## src/rtl/expo_pkg.sv

```systemverilog
// Package: shared mode codes for the exposure/readout sequencer.
// Assumes: mode codes above MODE_FIXED are treated as periodic by the user.
package expo_pkg;
    typedef enum logic [2:0] {
        MODE_FREE  = 3'd0,
        MODE_EDGE  = 3'd1,
        MODE_LEVEL = 3'd2,
        MODE_PROG  = 3'd3,
        MODE_FIXED = 3'd4
    } expo_mode_e;
endpackage

```

## src/rtl/trig_sync.sv

```systemverilog
// Module: trig_sync
// Resynchronises an asynchronous trigger through STAGES flip-flops and
// produces the synchronised level plus a one-cycle rising-edge strobe.
// Assumes: trigger pulses last longer than two clock cycles.
module trig_sync #(
    parameter int STAGES = 2
) (
    input  logic clk,
    input  logic rst_n,
    input  logic trig_async,
    output logic trig_lvl,
    output logic trig_rise
);
    logic [STAGES-1:0] chain_q;
    logic              last_q;

    // First stage samples the raw input.
    always_ff @(posedge clk) begin
        if (!rst_n) chain_q[0] <= 1'b0;
        else        chain_q[0] <= trig_async;
    end

    // Remaining stages of the metastability chain.
    generate
        for (genvar g = 1; g < STAGES; g++) begin : g_stage
            always_ff @(posedge clk) begin
                if (!rst_n) chain_q[g] <= 1'b0;
                else        chain_q[g] <= chain_q[g-1];
            end
        end
    endgenerate

    // Previous synchronised level, for edge detection.
    always_ff @(posedge clk) begin
        if (!rst_n) last_q <= 1'b0;
        else        last_q <= chain_q[STAGES-1];
    end

    assign trig_lvl  = chain_q[STAGES-1];
    assign trig_rise = chain_q[STAGES-1] & ~last_q;

    AST_RISE_ISOLATED: assert property (@(posedge clk) disable iff (!rst_n)
        trig_rise |=> !trig_rise);
endmodule

```

## src/rtl/frame_timer.sv

```systemverilog
// Module: frame_timer
// Down-counter for exposure windows and frame periods. A load writes the
// value; the count then falls by one per cycle and 'done' marks its last cycle.
// Assumes: load_val is non-zero (the caller clamps it); clear beats load.
module frame_timer #(
    parameter int W = 20
) (
    input  logic         clk,
    input  logic         rst_n,
    input  logic         clear,
    input  logic         load,
    input  logic [W-1:0] load_val,
    output logic         running,
    output logic         done
);
    logic [W-1:0] cnt_q;

    assign running = (cnt_q != '0);
    assign done    = (cnt_q == W'(1));

    // Count register: clear, load, or decrement while non-zero.
    always_ff @(posedge clk) begin
        if (!rst_n)       cnt_q <= '0;
        else if (clear)   cnt_q <= '0;
        else if (load)    cnt_q <= load_val;
        else if (running) cnt_q <= cnt_q - W'(1);
    end

    AST_TMR_LOAD_NONZERO: assert property (@(posedge clk) disable iff (!rst_n)
        load |-> load_val != '0);
    AST_TMR_EMPTIES: assert property (@(posedge clk) disable iff (!rst_n)
        (done && !load && !clear) |=> !running);
endmodule

```

## src/rtl/frame_counter.sv

```systemverilog
// Module: frame_counter
// Wrapping counter of readout-start events.
// Assumes: 'inc' is the pre-register readout strobe, so the count updates
// in the same cycle the registered pulse becomes visible.
module frame_counter #(
    parameter int W = 16
) (
    input  logic         clk,
    input  logic         rst_n,
    input  logic         inc,
    output logic [W-1:0] count
);
    logic [W-1:0] cnt_q;

    // Advance once per readout event.
    always_ff @(posedge clk) begin
        if (!rst_n)   cnt_q <= '0;
        else if (inc) cnt_q <= cnt_q + W'(1);
    end

    assign count = cnt_q;
endmodule

```

## src/rtl/exposure_readout_ctrl.sv

```systemverilog
// Module: exposure_readout_ctrl (top)
// Turns an internal timebase or an external trigger into an exposure level
// and a one-cycle readout-start pulse, in one of five modes. Exposure and
// readout are independent because the sensor has per-pixel storage.
// Assumes: CLK_HZ/FRAME_HZ fits CNT_W bits and is at least 2.
module exposure_readout_ctrl
    import expo_pkg::*;
#(
    parameter int CNT_W    = 20,
    parameter int FRAME_W  = 16,
    parameter int SYNC_STG = 2,
    parameter int CLK_HZ   = 50_000_000,
    parameter int FRAME_HZ = 60
) (
    input  logic               clk,
    input  logic               rst_n,
    input  logic [2:0]         mode_i,
    input  logic               trig_i,
    input  logic [CNT_W-1:0]   expo_len_i,
    input  logic [CNT_W-1:0]   period_i,
    output logic               expo_active_o,
    output logic               readout_start_o,
    output logic               overtrig_o,
    output logic [FRAME_W-1:0] frame_cnt_o
);
    localparam int             FIXED_INT = CLK_HZ / FRAME_HZ;
    localparam logic [CNT_W-1:0] FIXED_CYC = CNT_W'(FIXED_INT);
    localparam logic [CNT_W-1:0] MIN_PER   = CNT_W'(2);
    localparam logic [CNT_W-1:0] MIN_EXPO  = CNT_W'(1);

    logic             trig_lvl, trig_rise;
    logic             tmr_running, tmr_done;
    logic             tmr_load, tmr_clear;
    logic [CNT_W-1:0] tmr_val;

    logic [2:0] mode_q;
    logic       expo_q, busy_q, ro_q, ovt_q;
    logic       expo_n, busy_n, ro_n, ovt_n, do_switch;

    trig_sync #(.STAGES(SYNC_STG)) i_sync (
        .clk       (clk),
        .rst_n     (rst_n),
        .trig_async(trig_i),
        .trig_lvl  (trig_lvl),
        .trig_rise (trig_rise)
    );

    frame_timer #(.W(CNT_W)) i_timer (
        .clk     (clk),
        .rst_n   (rst_n),
        .clear   (tmr_clear),
        .load    (tmr_load),
        .load_val(tmr_val),
        .running (tmr_running),
        .done    (tmr_done)
    );

    frame_counter #(.W(FRAME_W)) i_frames (
        .clk  (clk),
        .rst_n(rst_n),
        .inc  (ro_n),
        .count(frame_cnt_o)
    );

    // Next-state decisions for the active mode, then the mode-switch override.
    always_comb begin
        expo_n    = expo_q;
        busy_n    = busy_q;
        ro_n      = 1'b0;
        ovt_n     = 1'b0;
        tmr_load  = 1'b0;
        tmr_val   = MIN_EXPO;
        tmr_clear = 1'b0;
        case (mode_q)
            MODE_EDGE: begin
                if (trig_rise) begin
                    if (busy_q) ro_n = 1'b1;
                    else begin
                        busy_n = 1'b1;
                        expo_n = 1'b1;
                    end
                end
            end
            MODE_LEVEL: begin
                expo_n = ~trig_lvl;
                busy_n = ~trig_lvl;
                ro_n   = trig_rise & expo_q;
            end
            MODE_PROG: begin
                if (tmr_done) begin
                    ro_n   = 1'b1;
                    expo_n = 1'b0;
                    busy_n = 1'b0;
                    ovt_n  = trig_rise;
                end else if (tmr_running) begin
                    ovt_n = trig_rise;
                end else if (trig_rise) begin
                    tmr_load = 1'b1;
                    tmr_val  = (expo_len_i == '0) ? MIN_EXPO : expo_len_i;
                    expo_n   = 1'b1;
                    busy_n   = 1'b1;
                end
            end
            default: begin
                if (mode_q == MODE_FIXED) tmr_val = FIXED_CYC;
                else tmr_val = (period_i < MIN_PER) ? MIN_PER : period_i;
                if (!busy_q) begin
                    tmr_load = 1'b1;
                    expo_n   = 1'b1;
                    busy_n   = 1'b1;
                end else if (tmr_done) begin
                    tmr_load = 1'b1;
                    ro_n     = 1'b1;
                end
            end
        endcase
        do_switch = (mode_i != mode_q) && (!busy_q || ro_n);
        if (do_switch) begin
            expo_n    = 1'b0;
            busy_n    = 1'b0;
            tmr_clear = 1'b1;
        end
    end

    // State and output registers; reset adopts the requested mode directly.
    always_ff @(posedge clk) begin
        if (!rst_n) begin
            mode_q <= mode_i;
            expo_q <= 1'b0;
            busy_q <= 1'b0;
            ro_q   <= 1'b0;
            ovt_q  <= 1'b0;
        end else begin
            if (do_switch) mode_q <= mode_i;
            expo_q <= expo_n;
            busy_q <= busy_n;
            ro_q   <= ro_n;
            ovt_q  <= ovt_n;
        end
    end

    assign expo_active_o   = expo_q;
    assign readout_start_o = ro_q;
    assign overtrig_o      = ovt_q;

    AST_RO_SINGLE: assert property (@(posedge clk) disable iff (!rst_n)
        readout_start_o |=> !readout_start_o);
    AST_FRAME_STEP: assert property (@(posedge clk) disable iff (!rst_n)
        readout_start_o |-> frame_cnt_o == $past(frame_cnt_o) + FRAME_W'(1));
    AST_PROG_END_RO: assert property (@(posedge clk) disable iff (!rst_n)
        (mode_q == MODE_PROG && $fell(expo_active_o)) |-> readout_start_o);
    AST_SWITCH_LOW: assert property (@(posedge clk) disable iff (!rst_n)
        !$stable(mode_q) |-> !expo_active_o);
    AST_OVT_IN_WINDOW: assert property (@(posedge clk) disable iff (!rst_n)
        overtrig_o |-> $past(expo_active_o));
    AST_OVT_SINGLE: assert property (@(posedge clk) disable iff (!rst_n)
        overtrig_o |=> !overtrig_o);
endmodule

```

## config.mk

```make
export PLATFORM = sky130hd
export DESIGN_NAME = exposure_readout_ctrl
export DESIGN_NICKNAME = d
export VERILOG_FILES = /design/src/rtl/expo_pkg.sv /design/src/rtl/trig_sync.sv /design/src/rtl/frame_timer.sv /design/src/rtl/frame_counter.sv /design/src/rtl/exposure_readout_ctrl.sv
export SDC_FILE = /design/constraint.sdc
export NUM_CORES = 1
export LEC_CHECK = 0
export ABC_CLOCK_PERIOD_IN_PS = 2600
export CAP_MARGIN = 10
export CORE_ASPECT_RATIO = 0.5
export CORE_MARGIN = 1.5
export CORE_UTILIZATION = 45
export CTS_CLUSTER_DIAMETER = 50
export DETAILED_ROUTE_END_ITERATION = 6
export HOLD_SLACK_MARGIN = 0.03
export PLACE_DENSITY = 0.77
export SLEW_MARGIN = 20
export SYNTH_ARGS = -nofsm -noshare
export SYNTH_HDL_FRONTEND = slang
export SYNTH_SLANG_ARGS = --single-unit
```

## constraint.sdc

```tcl
create_clock -name clk -period 2.6 [get_ports clk]
set_input_delay 0.78 -clock clk [delete_from_list [all_inputs] [get_ports clk]]
set_output_delay 0.78 -clock clk [all_outputs]
set_load 0.05 [all_outputs]
```

==> results of run 1 <==
==> final cells by class <==
cell class | instances | area share (%)
Multi-Input combinational cell | 270 | 48.2
Clock buffer | 5 | 3.21
Tap cell | 88 | 2.82
Sequential cell | 46 | 24.4
Clock inverter | 3 | 1.76
Timing Repair Buffer | 78 | 19.1
Inverter | 6 | 0.577
==> routing by layer <==
metal,global-route usage (%),up-vias
met5,0,-
met2,43.1,181
met1,28.2,1396
met3,5.34,30
met4,10.9,0
li1,-,1384
==> sequential cells by signal (all words and copies together) (netlist names) <==
| signal | count |
|---|---|
| busy_q | 1 |
| mode_q | 3 |
| i_sync.trig_lvl | 1 |
| i_timer.cnt_q | 20 |
| i_frames.count | 16 |
| i_sync.last_q | 1 |
| overtrig_o | 1 |
| readout_start_o | 1 |
| expo_active_o | 1 |
| i_sync.chain_q | 1 |
==> timing repair <==
item                       CTS  global route
setup endpoints to repair    0             1
gates resized for setup      0             1
hold endpoints to repair     0             0
==> placed cells by master, fill, tap and decap left out, types with 6 or more instances in the layout <==
cell type / synthesis / routed
maj3_1: 7 / 7
nand2b_1: 7 / 7
nand3_1: 9 / 9
a211oi_1: 9 / 9
inv_1: 6 / 6
buf_4: 0 / 14
xnor2_1: 16 / 16
a21oi_1: 16 / 16
o21ai_0: 8 / 8
and2_1: 19 / 19
nand2_1: 26 / 26
clkdlybuf4s50_1: 0 / 64
xor2_1: 19 / 19
nor2_1: 14 / 14
nand4_1: 11 / 11
nor4_1: 21 / 20
dfxtp_1: 43 / 43
nor3_1: 13 / 13
==> cells by family after synthesis <==
kind of cell,after synthesis
fa+ha+maj,11
xor+xnor,35
flops,46
buf+inv,22
simple gates,150
mux,2
compound gates,72
==> critical path, stage by stage <==
cell	delay, ns
clkdlybuf4s50_1	0.42
nor4_1	0.35
buf_4	0.18
nand4_1	0.08
nor4_1	0.21
buf_4	0.17
and3b_1	0.17
a211oi_1	0.22
nor3_1	0.08
==> per-stage QoR <==
stage	setup slack, ns	utilization [%]	cell area, µm²
final	0.114	63.1	3900
after global routing	0.0438	63.1	3900
after CTS	0.121	63.0	3900
after detailed placement	-0.167	59.9	3700
after global placement	-0.0979	59.9	3700
after floorplan	0.477	-	2950
==> worst paths after layout <==
path                       end  slack [ns]               from
min reg2reg    i_sync.trig_lvl        0.45  i_sync.chain_q[0]
max           i_timer.cnt_q[7]        0.11       period_i[16]
min            i_sync.trig_lvl        0.45  i_sync.chain_q[0]
max reg2reg  i_timer.cnt_q[15]        0.14   i_timer.cnt_q[4]
==> where the power goes <==
part	switching (mW)	leakage (nW)	internal, mW
clock	0.278	0.0940	0.552
combinational	0.615	0.984	0.436
sequential	0.0529	0.379	0.751
total	0.945	1.46	1.74
==> reports/qor.yml, run 1 <==
routabilityCongestion: 0.939
synth_top_family_by_area: "simple AND/OR/NAND/NOR gates"
holdPathStages: 1
p_leak_nw: 1.46
required_ns: 2.78
netlist_area_mm2: 0.00295
cp.arrival_ns: 2.66
hold_buffers: 0
slew_headroom_pct: 45.9
area_growth_pct: 32.5
avgSynthCellArea_um2: 8.71
route.met2.wl_mm: 3.90
cp-end-kind: "register"
setup_violations: 0
die-area_mm2: 0.00707
finalCriticalPeriod_ns: 2.49
cts_tree: "yes"
grt_use_total_pct: 23.9
yosysTopAreaCell: "dfxtp_1"
drc: 0
route.met3.wl_um: 681
yosys.area_share.simple_pct: 30.0
cts_root_buf: "clkbuf_16"
synthMuxAreaShare_pct: 0.680
synth_common_cells: "43 x dfxtp_1, 26 x nand2_1, 21 x nor4_1"
hpwl_mm: 6.20
crit_fanout: 4
synth_edf_count: 3
yosys_warnings: 0
maxCapViolations: 0
cts_made_buffers: 5
min_path_type: "register to register"
rows: 20
dr.pass1.iters: 6
path_clk_slew_ns: 0.06
synthTopCellsByArea: "dfxtp_1 29%, xor2_1 5.6%, xnor2_1 4.8%"
clk_latency_ns: 0.29
synth_cells: 338
synthXorXnorAreaFrac_pct: 10.4
powerDensity_mw_per_mm2: 688
grt_pass1_vias: 2817
tns_ns: 0
grt_max_degree: 22
synth_most_common_cell: "dfxtp_1"
drt_iter0_markers: 360
reg2reg_depth: 7
clk_path_buf_depth: 2
ys_ff_latch: 46
worst_slew_pin_slew_ns: 0.811
insertedDiodeCount: 0
top_layer: "met4"
fin_crit_sh_pct: 95.6
status: "finished, final reports clean"
seqCellArea_um2: 951
max_clock_freq_ghz: 0.402
numPlacedInstances: 488
syn-num-nets: 388
nets: 457
hold_slack_ns: 0.446
layout-drive-gt1-share_pct: 9.80
synthFlopType: "dfxtp_1"
fin_worst_skew_ns: 0.00551
die_x_um: 117
synthArstFlopShare_pct: 0
cp-start-kind: "input port"
core_area_mm2: 0.00618
port_buffers: 64
wl_met1_mm: 3.50
fin_cells: 496
power_mw: 2.69
drv_slew: 0
synthAdderAreaFrac_pct: 4.08
multi_input_area_mm2: 0.00188
cts_sinks: 46
synth_top_area_share_pct: 29.2
final-hold-violation-count: 0
grt_pass1_wl_mm: 13.3
fillers: 518
wl_per_cell_um: 16.7
dr_total_vias: 2991
initial_core_util_pct: 47.7
critical_path_class: "input port to register"
ir_worst_vdd_mv: 0.401
synthDistinctLibCells: 60
synth_compound_area_share_pct: 18.4
cts_max_level: 2
final_antenna_net_count: 0
seq_area_frac_synth_pct: 32.3
routed_wl_mm: 8.28
post_cts_buffers: 0
grt-ovfl-total: 0
antenna_found_initial: 0
viasPerCell: 6.03
die_height_um: 60.2
rsz0062_at_grt: "no"
num_io_pins: 65
(Power assumes the default switching activity.)
==> run 2, diff against run 1 <==
CAP_MARGIN = 25   (was 10)
==> results of run 2 <==
Same layout as run 1: the final DEF is identical, and so are final timing and power.
